`src/rtl/bec_pkg.sv`:
```
package bec_pkg;

  typedef enum logic [1:0] {
    CLS_TIMEOUT = 2'b00,
    CLS_OVERRUN = 2'b01,
    CLS_ECC_RD  = 2'b10,
    CLS_ECC_WR  = 2'b11
  } err_cls_e;

  typedef struct packed {
    logic valid;
    logic cpu;
    logic write;
    logic ecc;
  } err_flags_t;

  localparam int RD_VALID_BIT = 31;
  localparam int RD_CPU_BIT   = 30;
  localparam int RD_WRITE_BIT = 29;
  localparam int RD_ECC_BIT   = 28;

endpackage

```
`src/rtl/bec_latch.sv`:
```
module bec_latch
  import bec_pkg::*;
#(
  parameter int ADDR_W = 27
) (
  input  logic              clk,
  input  logic              rst_n,
  input  logic              ev_valid,
  input  logic              ev_cpu,
  input  logic              ev_write,
  input  logic              ev_ecc,
  input  logic [ADDR_W-1:0] ev_waddr,
  input  logic              clr,
  output err_flags_t        q_flags,
  output logic [ADDR_W-1:0] q_waddr
);

  err_flags_t        d_flags;
  logic [ADDR_W-1:0] d_waddr;
  logic              load;
  logic              en;

  // capture when empty, or when the held error is being acknowledged
  always_comb begin
    load    = ev_valid && (!q_flags.valid || clr);
    en      = load || clr;
    d_flags = '0;
    d_waddr = '0;
    if (load) begin
      d_flags = '{valid: 1'b1, cpu: ev_cpu, write: ev_write, ecc: ev_ecc};
      d_waddr = ev_waddr;
    end
  end

  always_ff @(posedge clk or negedge rst_n) begin
    if (!rst_n) begin
      q_flags <= '0;
      q_waddr <= '0;
    end else if (en) begin
      q_flags <= d_flags;
      q_waddr <= d_waddr;
    end
  end

  // a held error survives any event until acknowledged
  a_r3_first_kept: assert property (@(posedge clk) disable iff (!rst_n)
    q_flags.valid && !clr |=> $stable(q_flags) && $stable(q_waddr));

  // acknowledge without a new event empties the register
  a_r4_clear: assert property (@(posedge clk) disable iff (!rst_n)
    clr && !ev_valid |=> !q_flags.valid && q_waddr == '0);

  // event coinciding with acknowledge is retained
  a_r5_same_cycle: assert property (@(posedge clk) disable iff (!rst_n)
    clr && ev_valid |=> q_flags.valid && q_waddr == $past(ev_waddr));

endmodule

```
`src/rtl/bec_classify.sv`:
```
module bec_classify
  import bec_pkg::*;
(
  input  err_flags_t flags,
  output err_cls_e   cls
);

  always_comb begin
    if (!flags.valid)    cls = CLS_TIMEOUT;
    else if (flags.ecc)  cls = flags.write ? CLS_ECC_WR : CLS_ECC_RD;
    else                 cls = flags.cpu ? CLS_TIMEOUT : CLS_OVERRUN;
  end

endmodule

```
`src/rtl/bec_addr_fix.sv`:
```
module bec_addr_fix #(
  parameter int ADDR_W = 27,
  parameter int PAGE_W = 12,
  parameter int SKEW   = 5
) (
  input  logic              valid,
  input  logic              ecc,
  input  logic              write,
  input  logic [ADDR_W-1:0] waddr,
  output logic [ADDR_W+1:0] byte_addr
);

  localparam logic [PAGE_W-1:0] SKEW_V = PAGE_W'(SKEW);

  logic [PAGE_W-1:0] low_back;
  logic [ADDR_W-1:0] adj;
  logic              rollback;

  always_comb begin
    rollback = ecc && !write;
    low_back = waddr[PAGE_W-1:0] - SKEW_V;
    adj      = waddr;
    if (rollback) adj[PAGE_W-1:0] = low_back;
    byte_addr = valid ? {adj, 2'b00} : '0;
  end

endmodule

```
`src/rtl/bus_err_capture.sv`:
```
module bus_err_capture
  import bec_pkg::*;
#(
  parameter int ADDR_W = 27,
  parameter int PAGE_W = 12,
  parameter int SKEW   = 5
) (
  input  logic              clk,
  input  logic              rst_n,
  input  logic              ev_valid,
  input  logic              ev_cpu,
  input  logic              ev_write,
  input  logic              ev_ecc,
  input  logic [ADDR_W-1:0] ev_waddr,
  input  logic              reg_wr,
  output logic [31:0]       reg_rdata,
  output logic              irq,
  output logic [1:0]        err_class,
  output logic [ADDR_W+1:0] err_byte_addr
);

  localparam int BYTE_W = ADDR_W + 2;

  err_flags_t        flags;
  logic [ADDR_W-1:0] waddr;
  err_cls_e          cls;

  bec_latch #(.ADDR_W(ADDR_W)) latch_i (
    .clk(clk), .rst_n(rst_n),
    .ev_valid(ev_valid), .ev_cpu(ev_cpu), .ev_write(ev_write),
    .ev_ecc(ev_ecc), .ev_waddr(ev_waddr), .clr(reg_wr),
    .q_flags(flags), .q_waddr(waddr)
  );

  bec_classify class_i (.flags(flags), .cls(cls));

  bec_addr_fix #(.ADDR_W(ADDR_W), .PAGE_W(PAGE_W), .SKEW(SKEW)) fix_i (
    .valid(flags.valid), .ecc(flags.ecc), .write(flags.write),
    .waddr(waddr), .byte_addr(err_byte_addr)
  );

  always_comb begin
    reg_rdata               = '0;
    reg_rdata[ADDR_W-1:0]   = waddr;
    reg_rdata[RD_VALID_BIT] = flags.valid;
    reg_rdata[RD_CPU_BIT]   = flags.cpu;
    reg_rdata[RD_WRITE_BIT] = flags.write;
    reg_rdata[RD_ECC_BIT]   = flags.ecc;
  end

  assign irq       = flags.valid;
  assign err_class = cls;

  // interrupt only rises after an event was offered
  a_r6_irq_cause: assert property (@(posedge clk) disable iff (!rst_n)
    $rose(irq) |-> $past(ev_valid));

  // non-ECC class follows agent
  a_r7_nonecc_class: assert property (@(posedge clk) disable iff (!rst_n)
    irq && !reg_rdata[RD_ECC_BIT] |-> err_class == {1'b0, !reg_rdata[RD_CPU_BIT]});

  // ECC class follows direction
  a_r8_ecc_class: assert property (@(posedge clk) disable iff (!rst_n)
    irq && reg_rdata[RD_ECC_BIT] |-> err_class == {1'b1, reg_rdata[RD_WRITE_BIT]});

  // page bits never altered, byte alignment kept
  a_r9_page_kept: assert property (@(posedge clk) disable iff (!rst_n)
    irq |-> err_byte_addr[BYTE_W-1:PAGE_W+2] == reg_rdata[ADDR_W-1:PAGE_W]
            && err_byte_addr[1:0] == 2'b00);

  // decoded outputs quiet when empty
  a_r11_idle_zero: assert property (@(posedge clk) disable iff (!rst_n)
    !irq |-> err_class == 2'b00 && err_byte_addr == '0);

endmodule

```
`config.mk`:
```
export PLATFORM = sky130hd
export DESIGN_NAME = bus_err_capture
export DESIGN_NICKNAME = d
export VERILOG_FILES = /design/src/rtl/bec_pkg.sv /design/src/rtl/bec_latch.sv /design/src/rtl/bec_classify.sv /design/src/rtl/bec_addr_fix.sv /design/src/rtl/bus_err_capture.sv
export SDC_FILE = /design/constraint.sdc
export NUM_CORES = 1
export LEC_CHECK = 0
export BUFFER_PORTS_ARGS = -buffer_cell sky130_fd_sc_hd__buf_2
export CAP_MARGIN = 20
export CORE_ASPECT_RATIO = 0.7
export CORE_MARGIN = 2
export CORE_UTILIZATION = 48
export CTS_BUF_LIST = sky130_fd_sc_hd__clkbuf_16
export CTS_CLUSTER_SIZE = 8
export DETAILED_ROUTE_END_ITERATION = 8
export GPL_TIMING_DRIVEN = 0
export PLACE_DENSITY = 0.88
export SYNTH_ARGS = -nofsm -noshare
export SYNTH_HDL_FRONTEND = slang
export SYNTH_SLANG_ARGS = --single-unit
export TNS_END_PERCENT = 5
```
`constraint.sdc`:
```
create_clock -name clk -period 5.75 [get_ports clk]
set_clock_uncertainty 0.2 [all_clocks]
set_input_delay 0.575 -clock clk [delete_from_list [all_inputs] [get_ports clk]]
set_output_delay 0.575 -clock clk [all_outputs]
set_load 0.01 [all_outputs]
```
Word level (Yosys, flattened, before mapping) --
Cells that the tools add are included.
Storage, ports and cells: output and inout port bits 64, flip-flop bits (word level) 31, bits of input ports 34, latch bits 0, RAM bits 0, ROM bits 0, memories kept 0
Cells by class: reduce and logical (&&, ||, !) cells 6, multiply operators 0, bitwise logic cells 0, magnitude comparators 0, multiplexer cells 8, add/sub/neg operators 1, eq/ne operators 0, div/mod/pow operators 0, shift-type cells 0
Operators by type and width (number):
- $mux 29 | 1
- $mux 27 | 1
- $mux 12 | 1
- $sub 12x3->12 const B | 1
- $mux 2 | 2
- $mux 4 | 1
- $logic_and 1x1->1 | 2
- $logic_not 1->1 | 2
- $logic_or 1x1->1 | 2
- $mux 1 | 2

Logic depth before layout (Yosys ltp) --
depth in word-level cells 4, depth in mapped cells 5, gate-level depth less buffers 5

Modules after synthesis --
From an unflattened synthesis, not the netlist that was laid out.
Second synthesis, totals: cell total of the unflattened synthesis 213, area total of the unflattened synthesis 2099.5 um^2
By module, submodules not included:
- bec_latch | sequential area each 775.7 um^2, area an instance 1597.8 um^2, cells each 136, times used 1
- bec_addr_fix | sequential area each 0.0 um^2, area an instance 454.2 um^2, cells each 70, times used 1
- bec_classify | sequential area each 0.0 um^2, area an instance 28.8 um^2, cells each 4, times used 1
- bus_err_capture | sequential area each 0.0 um^2, area an instance 18.8 um^2, cells each 3, times used 1

Worst setup path after synthesis --
OpenSTA, ideal clock, no wires.
path kind register to output, from register latch_i.q_waddr[3], to output err_byte_addr[11], buffers on the path 1, stages on the path, launching flop included 5, setup slack 3.173 ns, arrival 1.802 ns, path through dfrtp_1 -> or4b_4 -> buf_6 -> or4_1 -> a21oi_1
On the way: word-level cells in the longest chain between the ends 3
Ends and longest elaborated chain:
- start, declared | line bec_latch.sv:15 | output logic [ADDR_W-1:0] q_waddr
- start signal, assigned | line bec_latch.sv:41 | q_waddr <= d_waddr;
- $sub 12x3->12 | line bec_addr_fix.sv:21 | low_back = waddr[PAGE_W-1:0] - SKEW_V;
- $mux 12 | line bec_addr_fix.sv:23 | if (rollback) adj[PAGE_W-1:0] = low_back;
- $mux 29 | line bec_addr_fix.sv:24 | byte_addr = valid ? {adj, 2'b00} : '0;
- end, declared | line bus_err_capture.sv:19 | output logic [ADDR_W+1:0] err_byte_addr
No other way between the ends.

Worst setup path after layout --
from register latch_i.q_flags[1] (netlist name), to output err_byte_addr[11]
On the way: word-level cells in the longest chain between the ends 4
Ends and longest elaborated chain:
- start, declared | line bec_latch.sv:14 | output err_flags_t q_flags,
- start signal, assigned | line bec_latch.sv:40 | q_flags <= d_flags;
- $logic_not 1->1 | line bec_addr_fix.sv:20 | rollback = ecc && !write;
- $logic_and 1x1->1 | line bec_addr_fix.sv:20
- $mux 12 | line bec_addr_fix.sv:23
- $mux 29 | line bec_addr_fix.sv:24
No other way between the ends.

==> results.toml <==
[cells_and_area]
area_growth_pct = 36.9
fill_cells = 314
final_cell_mix = "96 x buf_2, 31 x dfrtp_1, 29 x nor2b_1"
final_common_cell = "buf_2"
nets = 315
drive_gt1_share_pct = 50.2
diodes = 0

[status]
status = "finished, final reports clean"

[cts]
clock_latency_ps = 270
clkTransAtPathRegs_ps = 50
cts_tree = "built"
cts.sinks = 31
ctsResizeCount = 0
clockBufferDepth = 2
htreeDepth = 2
numCtsBuffers = 5
cts_hold_buf = 0
postCtsSetupBuffers = 0
clock-root-buffer = "clkbuf_16"

[global_route]
gr-usage-all-layers_pct = 20.5
antenna_found_initial = 0
grt_overflow_total = 0
grt_start_max_net_pins = 32
grt_pass1_wl_microns = 7050
grt_pass1_vias = 1523

[floorplanning]
die_w_microns = 77.9
pin_count = 98
start_util_pct = 51.0
coreArea_sq_um = 3600
die_y_microns = 55.8
std_cell_rows = 18
dieArea_sq_um = 4350

[drt]
routed_wl_microns = 4460
drt_iter0_drc = 65
vias = 1635
routed_via_density = 4.94
drc = 0
drtPass1Iterations = 4
ant_nets = 0
wl_per_cell_microns = 13.5

[sta]
finalSetupTns_ps = 0
slew_headroom_pct = 52.6
worstMarginPinSlew_ps = 711
finalWorstSetupSlack_ps = 2760
fmaxAchievable_ghz = 0.335
hold_viol = 0
drv_slew = 0
fin_crit_ps = 2990
setup_violations = 0
rsz0062_at_grt = "false"
timing.final.crit_share_pct = 52.0

[setup_path]
r2r-end = "latch_i.q_waddr[23]"
crit_required_ps = 4970
worstPathMaxFanout = 10
end_kind = "output pin"
r2r-start = "latch_i.q_flags[3]"
worstRegToRegCells = 4
r2r_slack_ps = 3740
critical_path_arrival_ps = 2210
critical_path_class = "reg -> out"
startpoint_type = "flop"

[job]
max_cap_violations = 0

[min_path]
hold_class = "in -> async"

[placement]
io_buffer_count = 94
dp_hpwl_microns = 3390
place_ws_ps = 3050
gp_congestion = 0.770

[power]
power_mw = 0.661
powerDensity_nw_per_um2 = 263
peakVddDrop_mv = 0.190
power.leakage_nw = 1.33

[yosys]
ys_seq_area_share_pct = 42.2
syn_area_sq_um = 1840
synth-seq-cells = 31
postSynthAreaPerCell_sq_um = 10.4
yosys_warnings = 0
synth_cell_type_count = 32
synth_cells = 177
## how the worst max path moves through the flow
| stage | startpoint | endpoint | slack (ps) | cells after the start |
|---|---|---|---|---|
| floorplan | latch_i.q_waddr[3] | err_byte_addr[11] | 3170 | 4 |
| global placement | latch_i.q_flags[1] | err_byte_addr[11] | 3070 | 5 |
| detailed placement | latch_i.q_flags[1] | err_byte_addr[11] | 3050 | 5 |
| CTS | latch_i.q_flags[1] | err_byte_addr[11] | 2760 | 5 |
| global route | latch_i.q_flags[1] | err_byte_addr[11] | 2670 | 5 |
| finish | latch_i.q_flags[1] | err_byte_addr[11] | 2760 | 5 |
## sequential cells by signal, summed over array words and instances (netlist names)
register / cells
latch_i.q_waddr: 27
latch_i.q_flags: 4
## cells in the mapped netlist
master	instances	share of area, %
or4b_4	1	0.75
buf_1	1	0.20
o21a_1	1	0.41
buf_2	2	0.54
a21oi_1	7	1.9
dfrtp_1	31	42
o31ai_1	4	1.6
ha_1	1	0.68
a211oi_1	3	1.2
clkbuf_1	5	1.0
nor2b_1	29	9.9
inv_1	3	0.61
xnor2_1	1	0.48
nor3_1	1	0.27
conb_1	1	0.20
or2b_1	1	0.41
o21ai_0	3	0.82
and2_1	16	5.4
buf_4	6	2.5
mux2_2	28	17
or4_1	4	1.6
nand2b_1	5	1.7
nor4_1	2	0.68
nor2_1	3	0.61
nand2_1	4	0.82
a31o_2	2	0.95
or2_2	1	0.34
nor4b_1	1	0.48
buf_6	1	0.61
mux2i_1	3	1.6
or3_1	4	1.4
and2b_1	2	0.82
## metrics by stage
stage / area (sq um) / hold slack, ps / cells / utilization [%]
5_1_grt: 2510 / 210 / 331 / 69.8
3_3_place_gp: 2380 / 414 / 323 / 66.0
4_1_cts: 2510 / 179 / 331 / 69.8
3_5_place_dp: 2380 / 425 / 323 / 66.0
6_report: 2510 / 157 / 331 / 69.8
2_1_floorplan: 1840 / 79.4 / 179 / -
## per-layer routing
metal	track usage (%)	wire length (microns)	share of wire [%]
met5	0	0	0
met4	5.26	36	0.81
met3	6.01	376	8.4
met2	31.7	2020	45
met1	28.4	2020	45
## area by class of cell
| type | count | area, sq um | area share [%] |
|---|---|---|---|
| clock buffer | 5 | 125 | 4.98 |
| tap | 50 | 62.6 | 2.49 |
| clock inverter | 3 | 12.5 | 0.498 |
| timing repair buffer | 94 | 470 | 18.7 |
| inverter | 3 | 11.3 | 0.448 |
| buffer | 15 | 88.8 | 3.53 |
| multi-input combinational | 130 | 968 | 38.5 |
| sequential | 31 | 776 | 30.8 |
## cells by family after synthesis
family	share of synthesized area [%]
simple gates	25.2
mux	18.8
flops	42.2
compound gates	6.95
buf+inv	5.45
fa+ha+maj	0.681
other cells	0.204
xor+xnor	0.477
## power by group
part / internal, mW / total, mW / switching (mW)
registers: 0.238 / 0.257 / 0.0195
logic: 0.0823 / 0.162 / 0.0799
clock network: 0.156 / 0.241 / 0.0851
total: 0.476 / 0.661 / 0.184
## critical path, cell delays in order, from the launching register on
cell	delay, ps
dfrtp_1	420
or4b_4	580
buf_6	160
or4_1	460
a21oi_1	180
buf_2	160
Power figures use the tool's default switching activity.
